File: config.mk
export PLATFORM = sky130hd
export DESIGN_NAME = t1_chan_gate
export DESIGN_NICKNAME = d
export VERILOG_FILES = /design/src/rtl/t1cg_pkg.sv /design/src/rtl/t1cg_mask_bank.sv /design/src/rtl/t1cg_frame_timer.sv /design/src/rtl/t1_chan_gate.sv
export SDC_FILE = /design/constraint.sdc
export NUM_CORES = 1
export LEC_CHECK = 0
export BUFFER_PORTS_ARGS = -buffer_cell sky130_fd_sc_hd__buf_2
export CAP_MARGIN = 25
export CORE_UTILIZATION = 55
export DETAILED_ROUTE_END_ITERATION = 10
export MAX_ROUTING_LAYER = met4
export PLACE_DENSITY_LB_ADDON = 0.08
export REMOVE_ABC_BUFFERS = 1
export SYNTH_ARGS = -nofsm -noshare
export SYNTH_HDL_FRONTEND = slang
export SYNTH_SLANG_ARGS = --single-unit
File: constraint.sdc
create_clock -name clk -period 3.7 [get_ports clk]
set_input_delay 0.185 -clock clk [delete_from_list [all_inputs] [get_ports clk]]
set_output_delay 0.185 -clock clk [all_outputs]
set_load 0.05 [all_outputs]
File: src/rtl/t1cg_pkg.sv
package t1cg_pkg;
    localparam int unsigned BYTE_W = 8;

    // number of byte registers needed to hold a mask of the given width
    function automatic int unsigned byte_count(input int unsigned bits);
        return (bits + BYTE_W - 1) / BYTE_W;
    endfunction
endpackage

File: src/rtl/t1cg_mask_bank.sv
module t1cg_mask_bank
    import t1cg_pkg::*;
#(
    parameter int unsigned CHANNELS  = 24,
    parameter int unsigned ADDR_W    = 8,
    parameter int unsigned BASE_ADDR = 'h6C
) (
    input  logic                clk,
    input  logic                rst_n,
    input  logic                wr_en,
    input  logic [ADDR_W-1:0]   addr,
    input  logic [BYTE_W-1:0]   wdata,
    output logic [CHANNELS-1:0] staged
);
    localparam int unsigned NREG = byte_count(CHANNELS);

    typedef struct packed {
        logic [CHANNELS-1:0] mask;
    } bank_t;

    bank_t bank_d, bank_q;

    always_comb begin
        bank_d = bank_q;
        for (int r = 0; r < NREG; r++) begin
            if (wr_en && addr == ADDR_W'(BASE_ADDR + r)) begin
                for (int b = 0; b < BYTE_W; b++) begin
                    if (r * BYTE_W + b < CHANNELS) begin
                        bank_d.mask[r * BYTE_W + b] = wdata[b];
                    end
                end
            end
        end
    end

    always_ff @(posedge clk or negedge rst_n) begin
        if (!rst_n) begin
            bank_q <= '0;
        end else begin
            bank_q <= bank_d;
        end
    end

    assign staged = bank_q.mask;
endmodule

File: src/rtl/t1cg_frame_timer.sv
module t1cg_frame_timer #(
    parameter int unsigned CHANNELS  = 24,
    parameter int unsigned SLOT_BITS = 8
) (
    input  logic                clk,
    input  logic                rst_n,
    input  logic                bit_en,
    input  logic                fsync,
    input  logic [CHANNELS-1:0] staged,
    output logic                gate
);
    localparam int unsigned CH_W  = $clog2(CHANNELS + 1);
    localparam int unsigned BIT_W = (SLOT_BITS > 1) ? $clog2(SLOT_BITS) : 1;
    localparam logic [CH_W-1:0]  LAST_CH  = CH_W'(CHANNELS);
    localparam logic [BIT_W-1:0] LAST_BIT = BIT_W'(SLOT_BITS - 1);

    // chan 0 is the framing bit, 1..CHANNELS are timeslots
    typedef struct packed {
        logic [CH_W-1:0]     chan;
        logic [BIT_W-1:0]    bitc;
        logic [CHANNELS-1:0] active;
        logic                gate;
    } tmr_t;

    tmr_t tmr_d, tmr_q;

    always_comb begin
        tmr_d = tmr_q;
        if (bit_en) begin
            if (fsync || (tmr_q.chan == LAST_CH && tmr_q.bitc == LAST_BIT)) begin
                tmr_d.chan = '0;
                tmr_d.bitc = '0;
            end else if (tmr_q.chan == '0) begin
                tmr_d.chan = CH_W'(1);
                tmr_d.bitc = '0;
            end else if (tmr_q.bitc == LAST_BIT) begin
                tmr_d.chan = tmr_q.chan + CH_W'(1);
                tmr_d.bitc = '0;
            end else begin
                tmr_d.bitc = tmr_q.bitc + BIT_W'(1);
            end

            if (tmr_d.chan == '0) begin
                tmr_d.active = staged;
                tmr_d.gate   = 1'b0;
            end else begin
                tmr_d.gate = tmr_q.active[tmr_d.chan - CH_W'(1)];
            end
        end
    end

    always_ff @(posedge clk or negedge rst_n) begin
        if (!rst_n) begin
            tmr_q.chan   <= LAST_CH;
            tmr_q.bitc   <= LAST_BIT;
            tmr_q.active <= '0;
            tmr_q.gate   <= 1'b0;
        end else begin
            tmr_q <= tmr_d;
        end
    end

    assign gate = tmr_q.gate;
endmodule

File: src/rtl/t1_chan_gate.sv
module t1_chan_gate
    import t1cg_pkg::*;
#(
    parameter int unsigned CHANNELS  = 24,
    parameter int unsigned SLOT_BITS = 8,
    parameter int unsigned ADDR_W    = 8,
    parameter int unsigned RX_BASE   = 'h6C,
    parameter int unsigned TX_BASE   = 'h32
) (
    input  logic              clk,
    input  logic              rst_n,
    input  logic              host_wr,
    input  logic [ADDR_W-1:0] host_addr,
    input  logic [BYTE_W-1:0] host_wdata,
    input  logic              rx_bit_en,
    input  logic              rx_fsync,
    output logic              rx_gate,
    input  logic              tx_bit_en,
    input  logic              tx_fsync,
    output logic              tx_gate
);
    localparam int unsigned SIDES = 2;

    logic [SIDES-1:0] side_en, side_fs, side_gate;

    assign side_en = {tx_bit_en, rx_bit_en};
    assign side_fs = {tx_fsync, rx_fsync};
    assign rx_gate = side_gate[0];
    assign tx_gate = side_gate[1];

    for (genvar s = 0; s < SIDES; s++) begin : g_side
        localparam int unsigned BASE = (s == 0) ? RX_BASE : TX_BASE;
        logic [CHANNELS-1:0] staged;

        t1cg_mask_bank #(
            .CHANNELS (CHANNELS),
            .ADDR_W   (ADDR_W),
            .BASE_ADDR(BASE)
        ) u_bank (
            .clk   (clk),
            .rst_n (rst_n),
            .wr_en (host_wr),
            .addr  (host_addr),
            .wdata (host_wdata),
            .staged(staged)
        );

        t1cg_frame_timer #(
            .CHANNELS (CHANNELS),
            .SLOT_BITS(SLOT_BITS)
        ) u_timer (
            .clk   (clk),
            .rst_n (rst_n),
            .bit_en(side_en[s]),
            .fsync (side_fs[s]),
            .staged(staged),
            .gate  (side_gate[s])
        );
    end
endmodule

==> run summary <==
Place WS - 0.4162 ns
RSZ-0062 raised after global routing - false
std cell rows - 36
Post-Syn Area - 5628 um^2
CP max stage delay - 0.59 ns
skew final - 0.006372 ns
Tcrit/Tclk final - 0.8843
router iterations before antenna repair - 4
Final nets - 508
# port buffers - 24
max-cap violation count - 0
EDFF count, synth - 0
Netlist cell types - 57
total CTS buffers - 17
pin count of the biggest net entering global routing - 69
Area Overhead vs Synth - 15.30%
number of synthesized register bits - 114
fill cell count - 737
slowest CP cell - ha_1
Max Fclk - 0.3056 GHz
setup ws final - 0.4279 ns
DRT antenna net count - 0
HP Class - in2reg
Top FF cell, synth - dfrtp_1
Mapped Cells - 433
Synth area leaders - dfrtp_1 46%, mux2_2 20%, mux2i_1 5.5%
Crit path max-delay family - adder cells
most frequent cells in the layout - 104 x dfrtp_1, 99 x mux2_2, 31 x mux2i_1
total power - 3229 uW
Tmin final - 3.272 ns
CP cell instances - ha_1, ha_1, nor2b_1, a21oi_1, a21o_1, ha_1, buf_4, mux2i_1, mux2i_1, mux2i_1, and3_1, o32ai_1
leakage - 0.003131 uW
GRT Total Usage - 0.2449
status - complete, no violations
initial antenna violation count - 0
CP endpoint kind - register
Setup TNS - 0 ns
Clk Latency, worst-skew pair - 0.52 ns
Yosys top cell by area - dfrtp_1
final wirelength - 10930 um
sequential cell area fraction in the yosys report - 0.5091
Ys Warns - 0
Crit Path Category - reg2reg
core area - 9864 um^2
Routed wire per std cell - 17.59 um
ant diodes - 0
Slew headroom - 0.4232
die width - 103.2 um
gp weighted congestion - 0.8049
Initial DRC Count - 112
cts repair resizes - 0
CTS root buf - clkbuf_8
crit start category - register
Residual DRC - 0
commonest non-fill, non-tap cell in the layout - dfrtp_1
Bufs and invs on worst path - 1
Vias per Instance - 5.631
fraction of layout cells with a size suffix above 1 - 0.3893
GRT overflow - 0
number of post-CTS setup repair buffers - 0
Peak VDD IR - 0.0004150 V
die area - 10640 um^2
final setup fails - 0
top cell type's share of synthesized area - 0.4624
vias in the first global route - 3567
worst-margin pin slew - 0.8652 ns
TritonCTS clock tree - built
Top-Level Pins - 25
asr flop ratio synth - 1.000
Pwr per Cell Area - 497.6 nW/um^2
post-DP HPWL - 7283 um
maximum clock path buffer count - 2
Critical Path RT - 4.12 ns
final core utilization - 0.6578
number of H-tree levels - 4
Final Max Slew Viols - 0
clock sink total - 114
Initial Util - 0.5705
final hold violation count - 0
critical-path maximum fanout - 13
Crit path arrival time - 3.70 ns
first-pass GRT wire length - 18180 um
die height - 103.2 um
clock transition at the registers of the reported paths - 0.06 ns
via count - 3497
Mean Syn Cell Area - 13.00 um^2
-- synthesized netlist by cell type, types with 3 or more instances --
cell type / n
a21oi_1: 8
and3_1: 3
buf_2: 5
buf_6: 6
clkbuf_1: 3
dfrtp_1: 104
dfstp_2: 10
ha_1: 10
inv_1: 11
mux2_1: 4
mux2_2: 99
mux2i_1: 31
nand2_1: 29
nand2b_1: 4
nand3_1: 8
nand3b_1: 4
nand4_1: 5
nor2_1: 15
nor3_2: 3
o21ai_0: 11
o22ai_1: 4
o31ai_1: 4
xnor2_1: 4
xor2_1: 3
-- worst register-to-register path: cells and delay by family (launching register included) --
family | cells | cell delay [ns]
adders and majority gates | 3 | 1.12
and+or+nand+nor | 2 | 0.40
DFF | 1 | 0.54
muxes | 3 | 0.37
buffers and inverters | 1 | 0.25
AOI/OAI and AO/OA | 3 | 0.51
-- per-stage QoR --
stage | cell area [um^2] | hold slack [ns] | instances
2_1_floorplan | 5502 | -0.1106 | 415
3_3_place_gp | 5866 | 0.3630 | 582
3_5_place_dp | 5866 | 0.3657 | 582
4_1_cts | 6489 | 0.0006971 | 621
5_1_grt | 6489 | 0.01218 | 621
6_report | 6489 | 0.02299 | 621
-- logic make-up (layout without fill, tap and decap cells) --
kind of cell / count (synthesis) / count (layout) / share of synthesized area
buffers and inverters: 30 / 85 / 0.03046
XOR/XNOR: 7 / 7 / 0.01089
adder cells (fa/ha/maj): 10 / 10 / 0.02223
multiplexers: 136 / 136 / 0.2692
AND/OR/NAND/NOR: 87 / 87 / 0.09026
flip-flops: 114 / 114 / 0.5091
AO/OA/AOI/OAI: 49 / 49 / 0.06781
-- what timing repair did --
| action | CTS | global route |
|---|---|---|
| hold endpoints to repair | 82 | 0 |
| setup endpoints to repair | 0 | 0 |
| hold buffers | 7 | 0 |
-- metal layers --
metal  track usage  vias up  routed length (um)
met2        0.3703       51                5152
met4        0.1018        0                 190
met5             -        -                   0
met1        0.3130     1768                5253
li1              -     1662                   -
met3       0.06576       16                 330
-- report_power, final --
group / leakage, uW / internal [uW] / switching [uW]
sequential: 0.00154 / 1320 / 43.9
combinational: 0.00132 / 164 / 177
clock: 0.000272 / 970 / 554
total: 0.00313 / 2460 / 774
-- cell type report --
type                    instances  area (um^2)  area share
clock buffers                  22        442.9     0.06826
clock inverters                10        110.1     0.01697
inverters                      12        45.04    0.006942
multi-input cells             289         2591      0.3993
flip-flops and latches        114         2865      0.4416
well taps                     133        166.4     0.02565
repair buffers                 41        267.8     0.04126
-- final timing paths --
path / from / end / slack (ns) / cells past startpoint
hold reg to reg: g_side[1].u_timer.tmr_q[27] / g_side[1].u_timer.tmr_q[27] / 0.47 / 2
setup reg to reg: g_side[1].u_timer.tmr_q[25] / g_side[1].u_timer.gate / 0.43 / 12
hold / removal: host_wdata[3] / g_side[0].u_bank.staged[11] / 0.02 / 2
min in group asynchronous: rst_n / g_side[1].u_timer.tmr_q[28] / 0.30 / 2
max in group asynchronous: rst_n / g_side[1].u_timer.tmr_q[7] / 2.52 / 3
setup / recovery: g_side[1].u_timer.tmr_q[25] / g_side[1].u_timer.gate / 0.43 / 12
-- flip-flops by register name, indices dropped and copies added (netlist names) --
| signal | flops |
|---|---|
| g_side.u_bank.staged | 48 |
| g_side.u_timer.tmr_q | 64 |
| g_side.u_timer.gate | 2 |
(Power assumes the default switching activity.)
